<file path="src/rtl/ref_divider.sv">
module ref_divider #(
  parameter int W         = 15,
  parameter int MIN_RATIO = 5,
  parameter int PULSE_CYC = 4
) (
  input  logic         clk_osc,
  input  logic         por_n,
  input  logic [W-1:0] ratio_in,
  input  logic         ratio_wr,
  input  logic         mon_en,
  output logic         det_strobe,
  output logic         mon_pulse
);

  localparam logic [W-1:0] MIN_R = W'(MIN_RATIO);
  localparam logic [W-1:0] ONE   = W'(1);
  localparam int           PW    = $clog2(PULSE_CYC + 1);
  localparam logic [PW-1:0] PSET = PW'(PULSE_CYC);

  logic [W-1:0]  pend_q, act_q, cnt_q;
  logic [PW-1:0] hold_q;
  logic          fall_q;
  logic          bypass, at_end, pre_end, mon_raw;
  logic [W-1:0]  ratio_fix;

  assign bypass    = (act_q == ONE);
  assign at_end    = (cnt_q == '0);
  assign pre_end   = (cnt_q == ONE) && !bypass;
  assign ratio_fix = (ratio_in == ONE) ? ONE :
                     (ratio_in < MIN_R) ? MIN_R : ratio_in;

  always_ff @(posedge clk_osc or negedge por_n) begin
    if (!por_n) begin
      pend_q <= MIN_R;
      act_q  <= MIN_R;
      cnt_q  <= MIN_R - ONE;
    end else begin
      if (ratio_wr) pend_q <= ratio_fix;
      if (at_end) begin
        act_q <= pend_q;
        cnt_q <= pend_q - ONE;
      end else begin
        cnt_q <= cnt_q - ONE;
      end
    end
  end

  always_ff @(posedge clk_osc or negedge por_n) begin
    if (!por_n)             hold_q <= '0;
    else if (pre_end)       hold_q <= PSET;
    else if (hold_q != '0)  hold_q <= hold_q - PW'(1);
  end

  always_ff @(negedge clk_osc or negedge por_n) begin
    if (!por_n) fall_q <= 1'b0;
    else        fall_q <= (hold_q != '0);
  end

  assign mon_raw    = bypass ? clk_osc : ((hold_q != '0) || fall_q);
  assign det_strobe = bypass ? clk_osc : at_end;
  assign mon_pulse  = mon_en & mon_raw;

endmodule

</file>
<file path="config.mk">
export PLATFORM = sky130hd
export DESIGN_NAME = ref_divider
export DESIGN_NICKNAME = d
export VERILOG_FILES = /design/src/rtl/ref_divider.sv
export SDC_FILE = /design/constraint.sdc
export NUM_CORES = 1
export LEC_CHECK = 0
export BUFFER_PORTS_ARGS = -buffer_cell sky130_fd_sc_hd__buf_2
export CORE_AREA = 2 2 105 107
export DETAILED_ROUTE_END_ITERATION = 8
export DIE_AREA = 0 0 107 109
export SYNTH_ARGS = -nofsm -noshare
export SYNTH_HDL_FRONTEND = slang
export SYNTH_SLANG_ARGS = --single-unit
</file>
<file path="constraint.sdc">
create_clock -name clk_osc -period 5.3 [get_ports clk_osc]
set_input_delay 0.53 -clock clk_osc [delete_from_list [all_inputs] [get_ports clk_osc]]
set_output_delay 0.53 -clock clk_osc [all_outputs]
set_load 0.01 [all_outputs]
</file>
==> metrics.yaml, run 1 <==
skew_ps: 16.7
num_rows: 38
slew_headroom: 0.369
cts_tree: "built"
insertion_delay_ps: 420
status: "finished clean"
wl_per_cell_microns: 13.0
synthCells: 219
async_flop_share: 1.00
io_pins: 21
min_path_type: "input pin to async pin"
vdd_drop_max_uv: 173
grt_pass1_vias: 1840
grt-ovfl-total: 0
initial_core_util: 0.243
met2WireLength_microns: 2370
cp.arrival_ps: 3830
ys_ff_latch: 49
layout.nets: 269
yosys_most_used_dff: "dfrtp_1"
postCtsSetupBuffers: 0
drive_above_1_share: 0.264
tightest_slew_ps: 937
grt_max_degree: 49
drc: 0
areaGrowthSynthToFinish_pct: 14.0
powerDensity_nw_per_um2: 424
nFillCells: 1097
gp_congestion: 0.774
hold_viol_final: 0
rsz0062_at_grt: "false"
crit_type: "flip-flop to primary output"
end_kind: "primary output"
synth-edff-count: 0
ys_seq_area_frac: 0.478
cts_resized: 0
worst_ep_required_time_ps: 4770
synth.avg_cell_area_sq_um: 11.8
leakagePower_nw: 1.19
synth_most_common_cell: "dfrtp_1"
drt_pass1_iterations: 4
vias: 1712
wirelength_microns: 5020
drv_cap: 0
synthTopCellsByArea: "dfrtp_1 (42%), mux2_2 (9.2%), dfstp_2 (5.1%)"
place.port_buffers: 20
coreArea_sq_um: 10600
die_x_microns: 107
slew_violations: 0
dr_wl_met3_microns: 197
finalSetupViolations: 0
fin_total_pwr_mw: 1.24
synthesis.nets: 244
tns_ps: 0
netlist_area_sq_um: 2580
synth_top_area_frac: 0.418
cp_max_fo: 1
track_usage: 0.0990
synth_top_area_cell: "dfrtp_1"
antenna_found_initial: 0
die_height_microns: 109
highest_layer: "met4"
grt_pass1_wl_microns: 8940
yosysUniqueCellTypes: 48
via_per_inst: 4.44
reg2reg_from: "hold_q[0]$_DFFE_PN0P_"
startpoint: "fall_q$_DFF_NN0_"
die-area_sq_um: 11700
first_iter_violations: 63
dp_hpwl_microns: 3680
synth_warnings: 0
antenna_cells: 0
hold_buffers: 0
drt-met1-wl_microns: 2340
synth_common_cells: "dfrtp_1 (43), mux2_2 (21), nor2_1 (16)"
clkSlewWorstSetupHoldPaths_ps: 90
ant_nets: 0
start_kind: "flip-flop"
==> per-stage QoR <==
stage	hold WS [ps]	utilization	setup WS, ps	cell area, sq um	instances
final	281	0.277	938	2940	386
after global routing	360	0.277	852	2940	386
after CTS	327	0.277	896	2940	386
after detailed placement	476	0.264	1410	2800	373
after global placement	470	0.264	1420	2800	373
after floorplan	234	-	1490	2580	219
==> area by class of cell <==
cell class                      count  area, sq um  share of cell area
Sequential cell                    49         1230               0.420
Clock buffer                       14          145              0.0494
Clock inverter                      1         7.51             0.00256
Timing Repair Buffer               20          105              0.0358
Inverter                            7         26.3             0.00894
Tap cell                          140          175              0.0596
Multi-Input combinational cell    155         1250               0.424
==> critical path: stages, from the launching register on <==
cell	delay, ps
dfrtn_1	380
nand3b_1	90
o211a_1	160
buf_2	130
==> state kept, by name, summed over array words and instances, names as in the netlist <==
signal	count
act_q	15
hold_q	3
pend_q	15
fall_q	1
cnt_q	15
==> worst paths after layout <==
| check | to | slack, ps | depth (start not counted) |
|---|---|---|---|
| setup / recovery | mon_pulse | 940 | 3 |
| hold / removal | pend_q[14]$_DFFE_PN0P_ | 280 | 2 |
| setup reg to reg | fall_q$_DFF_NN0_ | 1470 | 4 |
| hold reg to reg | act_q[10]$_DFFE_PN0P_ | 490 | 1 |
| max in group asynchronous | fall_q$_DFF_NN0_ | 2720 | 1 |
| min in group clk_osc | pend_q[9]$_DFFE_PN0P_ | 370 | 2 |
==> cell families (layout without fill, tap and decap cells) <==
kind of cell / Yosys count / after routing / share of synthesized area
AO/OA/AOI/OAI: 25 / 25 / 0.0665
XOR/XNOR: 21 / 21 / 0.0714
adder cells (fa/ha/maj): 6 / 6 / 0.0291
buffers and inverters: 15 / 42 / 0.0379
flip-flops: 49 / 49 / 0.478
multiplexers: 35 / 35 / 0.150
AND/OR/NAND/NOR: 68 / 68 / 0.167
==> per-layer routing <==
layer | vias up | GRT usage
met3 | 11 | 0.0305
met5 | - | 0
met2 | 32 | 0.152
met4 | 0 | 0.0473
met1 | 828 | 0.128
li1 | 841 | -
==> power breakdown <==
part / switching, mW / leakage, nW / internal [mW]
Sequential: 0.111 / 0.587 / 0.495
Combinational: 0.168 / 0.507 / 0.168
Clock: 0.139 / 0.0915 / 0.163
Total: 0.418 / 1.19 / 0.826
==> placed cells by master, fill, tap and decap left out, types with 3 or more instances in the layout <==
cell type / instances
o31a_1: 3
nor3_1: 6
ha_1: 6
clkbuf_8: 9
nand4_1: 4
nor2_1: 16
clkbuf_1: 3
inv_1: 7
nor3b_1: 3
nand3_1: 5
dfrtp_1: 43
xnor2_1: 6
mux2_2: 21
nand2_1: 4
nor4_1: 7
xor2_1: 15
buf_2: 20
dfstp_2: 5
a21oi_1: 11
nor2b_1: 3
mux2_1: 7
mux2i_1: 7
Note: power is estimated with default switching activity, not from simulation.
==> run 2: changes to the inputs <==
Settings changed: ABC_AREA set to 1, CORE_AREA 2 2 105 107 to 2 2 109 111, DIE_AREA 0 0 107 109 to 0 0 111 113.
Clock period 5.3 ns to 4.2 ns, I/O delays scaled along.
==> run 2 against run 1 <==
Net effect:
- register-to-register slack got worse by 260 ps
- largest power group is now clock
- cell count grew 41%
- combinational power rose by 4%
- critical path type unchanged
- die area grew 7.5%
- clock skew is 24 ps higher
==> metrics.yaml, run 2 <==
cp.arrival_ps: 3420  # was 3830 ps
async_flop_share: 1.00  # unchanged
status: "finished clean"  # unchanged
cts_resized: 0  # unchanged
clkSlewWorstSetupHoldPaths_ps: 60  # was 90 ps
slew_violations: 0  # unchanged
die_x_microns: 111  # was 107 microns
via_per_inst: 4.40  # was 4.44
synth_warnings: 0  # unchanged
synth_common_cells: "nand2_1 (117), nor2_1 (59), dfrtp_1 (43)"  # was dfrtp_1 (43), mux2_2 (21), nor2_1 (16)
areaGrowthSynthToFinish_pct: 22.6  # was 14.0%
synth_top_area_cell: "dfrtp_1"  # unchanged
tightest_slew_ps: 919  # was 937 ps
track_usage: 0.105  # was 0.0990
crit_slowest_cell: "dfrtn_1"  # unchanged
leakagePower_nw: 1.65  # was 1.19 nW
ant_nets: 0  # unchanged
path_buf_inv: 1  # unchanged
initial_core_util: 0.246  # was 0.243
cts_tree: "built"  # unchanged
min_path_type: "input pin to async pin"  # unchanged
num_rows: 39  # was 38
crit_type: "flip-flop to primary output"  # unchanged
combPwrFrac: 0.201  # was 0.270
rrSetupSlack_ps: 1210  # was 1470 ps
drt_pass1_iterations: 4  # unchanged
worst_ep_required_time_ps: 3780  # was 4770 ps
synthCells: 373  # was 219
cp_top_family: "simple AND/OR/NAND/NOR gates"  # was flip-flops
swShare: 0.289  # was 0.336
place.port_buffers: 20  # unchanged
slew_headroom: 0.385  # was 0.369
vdd_drop_max_uv: 249  # was 173 uV
coreArea_sq_um: 11300  # was 10,600 sq um
reg2reg_to: "fall_q$_DFF_NN0_"  # unchanged
final_cells: 546  # was 386
tns_ps: 0  # unchanged
netlist_area_sq_um: 2770  # was 2580 sq um
antenna_cells: 0  # unchanged
utilization: 0.301  # was 0.277
dp_hpwl_microns: 4240  # was 3680 microns
synthTopCellsByArea: "dfrtp_1 (39%), nand2_1 (16%), nor2_1 (8.0%)"  # was dfrtp_1 (42%), mux2_2 (9.2%), dfstp_2 (5.1%)
finalSetupViolations: 0  # unchanged
r2r_cells: 3  # was 4
skew_ps: 40.8  # was 16.7 ps
cp_cell_sequence: "or2_2, nand2_1, a21boi_0, buf_2"  # was nand3b_1, o211a_1, buf_2
synthesis.nets: 398  # was 244
critPathMaxStageDelay_ps: 330  # was 380 ps
yosys_most_used_dff: "dfrtp_1"  # unchanged
grt_max_degree: 50  # was 49
synth_most_common_cell: "nand2_1"  # was dfrtp_1
synth.avg_cell_area_sq_um: 7.42  # was 11.8 sq um
mostFrequentLayoutCell: "nand2_1"  # was dfrtp_1
gp_congestion: 0.809  # was 0.774
wl_per_cell_microns: 11.0  # was 13.0 microns
power_frac_clock: 0.430  # was 0.242
synth-edff-count: 0  # unchanged
layout.nets: 426  # was 269
final_cell_mix: "nand2_1 (117), nor2_1 (59), dfrtp_1 (43)"  # was dfrtp_1 (43), mux2_2 (21), buf_2 (20)
first_iter_violations: 106  # was 63
grt-ovfl-total: 0  # unchanged
io_pins: 21  # unchanged
p_switching_uw: 503  # was 418 uW
hold_buffers: 0  # unchanged
top_regs: "act_q x15, cnt_q x15, pend_q x15"  # unchanged
rsz0062_at_grt: "false"  # unchanged
vias: 2400  # was 1,712
yosysUniqueCellTypes: 31  # was 48
hold_viol_final: 0  # unchanged
drv_cap: 0  # unchanged
drc: 0  # unchanged
powerDensity_nw_per_um2: 513  # was 424 nW/um^2
grt_pass1_vias: 2407  # was 1,840
dp.cells: 528  # was 373
drive_above_1_share: 0.151  # was 0.264
die-area_sq_um: 12500  # was 11,700 sq um
cp_max_fo: 1  # unchanged
ys_seq_area_frac: 0.445  # was 0.478
synth_top_area_frac: 0.389  # was 0.418
insertion_delay_ps: 430  # was 420 ps
seqPwrFrac: 0.369  # was 0.487
postCtsSetupBuffers: 0  # unchanged
wirelength_microns: 6020  # was 5020 microns
grt_pass1_wl_microns: 10600  # was 8940 microns
reg2reg_from: "hold_q[0]$_DFFE_PN0P_"  # unchanged
antenna_found_initial: 0  # unchanged
start_kind: "flip-flop"  # unchanged
fin_total_pwr_mw: 1.74  # was 1.24 mW
end_kind: "primary output"  # unchanged
die_height_microns: 113  # was 109 microns
internal_power_mw: 1.24  # was 826 uW
ys_ff_latch: 49  # unchanged
## run 2: cell count changes after synthesis, moves of 7 or more
| cell | previous run | this run |
|---|---|---|
| mux2_1 | 7 | 0 |
| xor2_1 | 15 | 8 |
| nor2_1 | 16 | 59 |
| mux2_2 | 21 | 0 |
| o21ai_0 | 1 | 26 |
| inv_1 | 7 | 36 |
| nor4_1 | 7 | 0 |
| o21ai_2 | 0 | 9 |
| nand3_1 | 5 | 29 |
| nand2_1 | 4 | 117 |
| a21oi_1 | 11 | 0 |
## run 2: kinds of logic after synthesis
family / Yosys count / share of synthesized area
mux: 1 / 0.00362
simple gates: 221 / 0.333
buf+inv: 46 / 0.0723
flops: 49 / 0.445
fa+ha+maj: 6 / 0.0271
xor+xnor: 10 / 0.0316
compound gates: 40 / 0.0868
## run 2: worst reg2reg max path, stage by stage (launching register included)
cell     delay (ps)
dfrtp_1         370
inv_1           100
ha_1            150
nand2_1         120
## run 2: worst max path at each step
stage / slack (ps) / start / endpoint / cells past startpoint
2_1_floorplan: 900 / fall_q$_DFF_NN0_ / mon_pulse / 3
5_1_grt: 310 / fall_q$_DFF_NN0_ / mon_pulse / 4
3_5_place_dp: 820 / fall_q$_DFF_NN0_ / mon_pulse / 4
4_1_cts: 340 / fall_q$_DFF_NN0_ / mon_pulse / 4
6_report: 360 / fall_q$_DFF_NN0_ / mon_pulse / 4
3_3_place_gp: 830 / fall_q$_DFF_NN0_ / mon_pulse / 4
## run 2: area by class of cell
class | count | area [sq um]
Clock buffer | 17 | 364
Clock inverter | 3 | 46.3
Fill cell | 1179 | 7880
Inverter | 37 | 139
Multi-Input combinational cell | 278 | 1340
Sequential cell | 49 | 1230
Tap cell | 143 | 179
Timing Repair Buffer | 19 | 97.6
## run 2: per-stage QoR
stage          instance area (sq um)  hold WS (ps)  setup slack (ps)
6_report                        3390           143               363
3_5_place_dp                    2990           471               815
5_1_grt                         3390           202               310
2_1_floorplan                   2770           124               902
4_1_cts                         3390           164               335
3_3_place_gp                    2990           467               826
## run 2: power by group through the flow
stage,Clock (mW),Sequential [mW],Combinational (mW)
2_1_floorplan,0.00133,0.631,0.275
3_3_place_gp,0.00228,0.645,0.335
3_5_place_dp,0.00228,0.649,0.345
4_1_cts,0.770,0.642,0.356
5_1_grt,0.781,0.654,0.406
6_report,0.748,0.643,0.349
## run 2: routing by layer
metal / GRT usage / vias to the layer above / share of wire
li1: - / 1225 / -
met1: 0.123 / 1108 / 0.44
met2: 0.176 / 52 / 0.50
met3: 0.0273 / 15 / 0.040
met4: 0.0625 / 0 / 0.023
met5: 0 / - / 0
